==> src/rtl/gcr_addr_pkg.sv <==
package gcr_addr_pkg;

  typedef enum logic [2:0] {
    ST_IDLE  = 3'd0,
    ST_HUNT  = 3'd1,
    ST_GOT1  = 3'd2,
    ST_GOT2  = 3'd3,
    ST_FIELD = 3'd4,
    ST_TRAIL = 3'd5
  } seek_state_e;

  typedef enum logic [1:0] {
    FAULT_NONE    = 2'd0,
    FAULT_TIMEOUT = 2'd1,
    FAULT_CKSUM   = 2'd2,
    FAULT_TRAIL   = 2'd3
  } fault_e;

endpackage

==> src/rtl/gcr_search_window.sv <==
module gcr_search_window #(
  parameter int unsigned CNT_W    = 16,
  parameter int unsigned CNT_INIT = 32'h0000_FCFC
) (
  input  logic clk,
  input  logic rst_n,
  input  logic clear,
  input  logic step,
  output logic expire
);
  localparam logic [CNT_W-1:0] INIT_V = CNT_W'(CNT_INIT);
  localparam logic [CNT_W-1:0] TOP_V  = {CNT_W{1'b1}};

  logic [CNT_W-1:0] cnt_q, cnt_d;
  logic             cnt_en;

  always_comb begin
    cnt_en = clear | step;
    cnt_d  = clear ? INIT_V : cnt_q + 1'b1;
  end

  always_ff @(posedge clk or negedge rst_n) begin
    if (!rst_n)      cnt_q <= INIT_V;
    else if (cnt_en) cnt_q <= cnt_d;
  end

  // Wrap on this nibble means the window is used up.
  assign expire = step & ~clear & (cnt_q == TOP_V);

endmodule

==> src/rtl/gcr_field_collect.sv <==
module gcr_field_collect #(
  parameter int unsigned NUM_FIELDS = 4
) (
  input  logic                    clk,
  input  logic                    rst_n,
  input  logic                    clear,
  input  logic                    step,
  input  logic [7:0]              nib,
  output logic [NUM_FIELDS*8-1:0] fields,
  output logic                    last,
  output logic                    sum_zero
);
  localparam int unsigned NIBS  = 2 * NUM_FIELDS;
  localparam int unsigned IDX_W = $clog2(NIBS);
  localparam logic [IDX_W-1:0] LAST_IDX = IDX_W'(NIBS - 1);

  logic [IDX_W-1:0] idx_q, idx_d;
  logic [7:0]       half_q, half_d;
  logic [7:0]       sum_q, sum_d;
  logic [7:0]       cur_byte;
  logic             odd_phase;
  logic [7:0]       stage_q [NUM_FIELDS];
  logic [7:0]       stage_d [NUM_FIELDS];

  always_comb begin
    odd_phase = idx_q[0];
    cur_byte  = half_q & nib;
    idx_d     = idx_q;
    half_d    = half_q;
    sum_d     = sum_q;
    for (int k = 0; k < NUM_FIELDS; k++) stage_d[k] = stage_q[k];
    if (clear) begin
      idx_d = '0;
      sum_d = '0;
    end else if (step) begin
      idx_d = idx_q + 1'b1;
      if (!odd_phase) begin
        half_d = {nib[6:0], 1'b1};
      end else begin
        sum_d = sum_q ^ cur_byte;
        stage_d[idx_q[IDX_W-1:1]] = cur_byte;
      end
    end
  end

  always_ff @(posedge clk or negedge rst_n) begin
    if (!rst_n) begin
      idx_q  <= '0;
      half_q <= '0;
      sum_q  <= '0;
      for (int k = 0; k < NUM_FIELDS; k++) stage_q[k] <= '0;
    end else if (clear | step) begin
      idx_q  <= idx_d;
      half_q <= half_d;
      sum_q  <= sum_d;
      for (int k = 0; k < NUM_FIELDS; k++) stage_q[k] <= stage_d[k];
    end
  end

  for (genvar g = 0; g < NUM_FIELDS; g++) begin : g_flat
    if (g == NUM_FIELDS - 1) begin : g_tail
      // The final byte is still being formed on the deciding nibble.
      assign fields[g*8 +: 8] = (last) ? cur_byte : stage_q[g];
    end else begin : g_body
      assign fields[g*8 +: 8] = stage_q[g];
    end
  end

  assign last     = step & ~clear & odd_phase & (idx_q == LAST_IDX);
  assign sum_zero = ((sum_q ^ cur_byte) == 8'h00);

  // a byte is stored only on the second nibble of a pair
  pair_order_chk: assert property (@(posedge clk) disable iff (!rst_n)
    (step && !clear && !idx_q[0]) |=> (idx_q[0] && half_q[0]));

endmodule

==> src/rtl/gcr_addr_detect.sv <==
module gcr_addr_detect
  import gcr_addr_pkg::*;
#(
  parameter logic [7:0]  MARK1    = 8'hD5,
  parameter logic [7:0]  MARK2    = 8'hAA,
  parameter logic [7:0]  MARK3    = 8'h96,
  parameter logic [7:0]  TRAILER  = 8'hDE,
  parameter int unsigned CNT_W    = 16,
  parameter int unsigned CNT_INIT = 32'h0000_FCFC
) (
  input  logic       clk,
  input  logic       rst_n,
  input  logic       start,
  input  logic       nib_valid,
  input  logic [7:0] nib,
  output logic       hdr_valid,
  output logic       hdr_err,
  output logic [1:0] err_kind,
  output logic [7:0] volume,
  output logic [7:0] track,
  output logic [7:0] sector,
  output logic [7:0] cksum
);
  localparam int unsigned NUM_FIELDS = 4;

  seek_state_e state_q, state_d;
  fault_e      kind_q, kind_d;
  logic        ok_d, err_d, ok_q, err_q;
  logic        win_step, win_expire, fld_step, fld_last, fld_sum_zero;
  logic [NUM_FIELDS*8-1:0] fld_bytes;
  logic [NUM_FIELDS*8-1:0] held_q;
  logic        searching;

  gcr_search_window #(.CNT_W(CNT_W), .CNT_INIT(CNT_INIT)) u_window (
    .clk(clk), .rst_n(rst_n), .clear(start), .step(win_step),
    .expire(win_expire)
  );

  gcr_field_collect #(.NUM_FIELDS(NUM_FIELDS)) u_fields (
    .clk(clk), .rst_n(rst_n), .clear(start), .step(fld_step), .nib(nib),
    .fields(fld_bytes), .last(fld_last), .sum_zero(fld_sum_zero)
  );

  always_comb begin
    searching = (state_q == ST_HUNT) || (state_q == ST_GOT1) ||
                (state_q == ST_GOT2);
    state_d  = state_q;
    kind_d   = kind_q;
    ok_d     = 1'b0;
    err_d    = 1'b0;
    win_step = 1'b0;
    fld_step = 1'b0;
    if (start) begin
      state_d = ST_HUNT;
    end else if (nib_valid) begin
      if (searching) begin
        win_step = 1'b1;
        if (win_expire) begin
          err_d   = 1'b1;
          kind_d  = FAULT_TIMEOUT;
          state_d = ST_IDLE;
        end else if (nib == MARK1) begin
          state_d = ST_GOT1;
        end else if (state_q == ST_GOT1 && nib == MARK2) begin
          state_d = ST_GOT2;
        end else if (state_q == ST_GOT2 && nib == MARK3) begin
          state_d = ST_FIELD;
        end else begin
          state_d = ST_HUNT;
        end
      end else if (state_q == ST_FIELD) begin
        fld_step = 1'b1;
        if (fld_last) begin
          if (fld_sum_zero) begin
            state_d = ST_TRAIL;
          end else begin
            err_d   = 1'b1;
            kind_d  = FAULT_CKSUM;
            state_d = ST_IDLE;
          end
        end
      end else if (state_q == ST_TRAIL) begin
        state_d = ST_IDLE;
        if (nib == TRAILER) begin
          ok_d = 1'b1;
        end else begin
          err_d  = 1'b1;
          kind_d = FAULT_TRAIL;
        end
      end
    end
  end

  always_ff @(posedge clk or negedge rst_n) begin
    if (!rst_n) begin
      state_q <= ST_IDLE;
      kind_q  <= FAULT_NONE;
      ok_q    <= 1'b0;
      err_q   <= 1'b0;
    end else begin
      state_q <= state_d;
      kind_q  <= kind_d;
      ok_q    <= ok_d;
      err_q   <= err_d;
    end
  end

  always_ff @(posedge clk or negedge rst_n) begin
    if (!rst_n)    held_q <= '0;
    else if (ok_d) held_q <= fld_bytes;
  end

  assign hdr_valid = ok_q;
  assign hdr_err   = err_q;
  assign err_kind  = kind_q;
  assign volume    = held_q[7:0];
  assign track     = held_q[15:8];
  assign sector    = held_q[23:16];
  assign cksum     = held_q[31:24];


  valid_err_excl_chk: assert property (@(posedge clk) disable iff (!rst_n)
    !(hdr_valid && hdr_err));


  single_pulse_chk: assert property (@(posedge clk) disable iff (!rst_n)
    (hdr_valid || hdr_err) |=> !(hdr_valid || hdr_err));


  hold_on_err_chk: assert property (@(posedge clk) disable iff (!rst_n)
    hdr_err |-> $stable({volume, track, sector, cksum}));


  valid_sum_chk: assert property (@(posedge clk) disable iff (!rst_n)
    hdr_valid |-> ((volume ^ track ^ sector ^ cksum) == 8'h00));


  idle_quiet_chk: assert property (@(posedge clk) disable iff (!rst_n)
    (state_q == ST_IDLE && !start) |=> !(hdr_valid || hdr_err));


  timeout_src_chk: assert property (@(posedge clk) disable iff (!rst_n)
    (hdr_err && err_kind == FAULT_TIMEOUT) |-> $past(searching));

endmodule

==> config.mk <==
export PLATFORM = sky130hd
export DESIGN_NAME = gcr_addr_detect
export DESIGN_NICKNAME = d
export VERILOG_FILES = /design/src/rtl/gcr_addr_pkg.sv /design/src/rtl/gcr_search_window.sv /design/src/rtl/gcr_field_collect.sv /design/src/rtl/gcr_addr_detect.sv
export SDC_FILE = /design/constraint.sdc
export NUM_CORES = 1
export LEC_CHECK = 0
export BUFFER_PORTS_ARGS = -buffer_cell sky130_fd_sc_hd__buf_2
export CELL_PAD_IN_SITES_DETAIL_PLACEMENT = 1
export CELL_PAD_IN_SITES_GLOBAL_PLACEMENT = 1
export CORE_ASPECT_RATIO = 0.75
export CORE_UTILIZATION = 35
export CTS_CLUSTER_SIZE = 10
export DETAILED_ROUTE_END_ITERATION = 6
export HOLD_SLACK_MARGIN = 0.12
export PLACE_DENSITY = 0.67
export SYNTH_ARGS = -nofsm -noshare
export SYNTH_HDL_FRONTEND = slang
export SYNTH_SLANG_ARGS = --single-unit
==> constraint.sdc <==
create_clock -name clk -period 2.1 [get_ports clk]
set_input_delay 0.42 -clock clk [delete_from_list [all_inputs] [get_ports clk]]
set_output_delay 0.42 -clock clk [all_outputs]
set_load 0.05 [all_outputs]
==> out/metrics.csv <==
stage,metric,value,unit
run_status,outcome,"complete, but fails checks",
run_status,failing checks,design-rule violations,
yosys,"Avg Cell Area, Syn",13.1,um^2
yosys,"Cell Area, Synth",0.00488,mm^2
cts,Worst-path clk slew,70,ps
yosys,YS warnings,0,
yosys,Synth cell types,53,
floorplan,# rows,36,
yosys,Post-synth EDFFs,0,
placement,DP HPWL,8.04,mm
setup_path,WP data arrival,2210,ps
yosys,#FFs+latches synth,106,
sta,Setup TNS,0,ps
yosys,Syn Nets,389,
floorplan,Die H,104,um
floorplan,die area,0.0144,mm^2
sta,Max Slew Vio Count,0,
power,power density cells,716,mW/mm^2
grt,total congestion overflow,0,
cts,Hold Buf Count CTS,1,
sta,RSZ-0062 raised after global routing,no,
drt,Detailed Route Iter0 Violations,165,
setup_path,element type at the critical path end,flop,
grt,vias in the first global route,3399,
sta,achievable frequency,506,MHz
cts,Root Buffer,clkbuf_16,
sta,Final Cycle Share,0.942,
cells_and_area,share of layout cells above drive strength 1,0.422,
yosys,"Seq/Total Area, Yosys",0.546,
floorplan,starting density of the core,0.368,
drt,Routed Antenna Nets,0,
cts,CTS tree,built,
cells_and_area,"commonest non-fill, non-tap cell in the layout",dfrtp_1,
sta,final number of setup-violating endpoints,0,
floorplan,I/O pin total,48,
grt,largest net degree at the start of global routing,34,
drt,final wirelength,11.3,mm
setup_path,"Max FO, Critical Path",33,
flow_run,max cap viols,0,
cts,H-tree depth,3,
setup_path,CP Launch Type,flop,
yosys,Synth Instances,374,
drt,drt drc,8,
cts,CTS resizes,0,
cts,clk_lat worst skew,340,ps
power,Max VDD drop,0.000327,V
grt,antenna violations before repair,0,
cells_and_area,post-route cell area,0.00587,mm^2
power,P_leak,2.92,nW
drt,routed wire length per instance,18.1,um
placement,GPL Wtd Cong,0.769,
sta,post-route minimum period,1980,ps
sta,Final Hold Viols,0,
cells_and_area,fin nets,463,
cts,Max Root-Sink Buffers,2,
setup_path,Reg2Reg Setup Slack,120,ps
placement,Post-Place Cell Area,0.00553,mm^2
cts,CTS buffer count,9,
sta,relative slew slack,0.709,
grt,global-route wire length before repair,19.1,mm
yosys,post-synthesis async set-or-reset flop share,1.00,
drt,vias per inst,5.04,
placement,placed cell count,607,
floorplan,DIE WIDTH,138,um
yosys,ys flop type,dfrtp_1,
sta,clk_skew,6.94,ps
power,Final Power,4.20,mW
placement,Buffers on Ports,47,
cells_and_area,ant diodes,0,
cells_and_area,P&R area growth vs syn,20.1,%
cts,setup repair bufs after CTS,0,
cts,clk sinks,106,
drt,drt pass-1 iters,6,
floorplan,core region area,0.0133,mm^2
grt,all-layer global routing usage,0.170,
setup_path,critical path class,reg -> reg,
cells_and_area,Finished Layout Cells,624,
setup_path,CP required,2330,ps
cells_and_area,most frequent cells in the layout,"94 x dfrtp_1, 46 x buf_2, 42 x mux2_2",
hold_path,min-delay worst type,in -> reg,
drt,via count,3143,
sta,slew of the pin with the lowest slew margin,436,ps
[cell usage after synthesis, types with 3 or more instances]
cell type / number / area (um^2)
mux2_2: 42 / 473
a21oi_1: 7 / 35.0
mux2_4: 29 / 435
xnor2_1: 15 / 131
buf_12: 3 / 60.1
nor2_1: 13 / 48.8
xor2_1: 15 / 131
o21ai_0: 7 / 35.0
dfstp_2: 12 / 315
nand3_1: 8 / 40.0
clkbuf_1: 13 / 48.8
dfrtp_1: 94 / 2350
nand2_1: 22 / 82.6
nor3_1: 7 / 35.0
and2_1: 7 / 43.8
inv_1: 4 / 15.0
nand4_1: 12 / 75.1
ha_1: 3 / 37.5
nor2b_1: 4 / 25.0
nand2b_1: 13 / 81.3
[where the power goes]
group          switching (mW)  leakage (nW)  internal, mW  total [mW]
sequential             0.0284          1.43          2.07        2.10
combinational           0.175          1.34        0.0977       0.272
clock                   0.770         0.155          1.06        1.83
total                   0.973          2.92          3.23        4.20
[critical path, cell delays in order (launching register included)]
cell,delay (ps)
dfrtp_1,530
or4_2,760
buf_12,220
mux2_4,330
[sequential cells by signal, indices dropped and copies added (netlist names)]
name,flops
err_kind,2
hdr_err,1
hdr_valid,1
held_q,32
state_q,3
u_fields.fields,24
u_fields.half_q,8
u_fields.idx_q,3
u_fields.stage_q,8
u_fields.sum_q,8
u_window.cnt_q,16
[area by class of cell]
type                    instances  area, um^2
clock buffers                  10         229
clock inverters                 6        96.3
fillers                      1399        7420
inverters                       4        15.0
multi-input cells             242        2040
flip-flops and latches        106        2670
well taps                     171         214
repair buffers                 85         601
[metal layers]
| metal | track usage | wire length (um) | vias to the layer above |
|---|---|---|---|
| met4 | 0.0522 | 162 | 0 |
| met3 | 0.0336 | 309 | 10 |
| met2 | 0.253 | 5000 | 55 |
| met5 | 0 | 0 | - |
| met1 | 0.247 | 5840 | 1631 |
| li1 | - | - | 1447 |
[final timing paths]
| kind | start | cells after the start | end |
|---|---|---|---|
| worst min-delay path | nib[3] | 2 | u_fields.half_q[4] |
| max in group asynchronous | rst_n | 3 | u_fields.half_q[2] |
| worst max register to register | state_q[1] | 3 | held_q[6] |
| worst min register to register | u_fields.half_q[0] | 1 | u_fields.half_q[0] |
| worst max-delay path | state_q[1] | 3 | held_q[6] |
| min in group asynchronous | rst_n | 2 | state_q[2] |
[kinds of logic after synthesis]
group           synth area share
simple gates               0.135
compound gates            0.0341
mux                        0.188
flops                      0.546
buf+inv                   0.0356
xor+xnor                  0.0538
fa+ha+maj                0.00769
[per-stage QoR]
step                hold slack (ps)   util  setup slack, ps
floorplan                       124      -              149
global placement                397  0.416             -137
detailed placement              394  0.416             -190
CTS                             398  0.441              117
global route                    412  0.441             5.36
finish                          413  0.441              122
No activity file was read; power rests on OpenSTA's default activity.
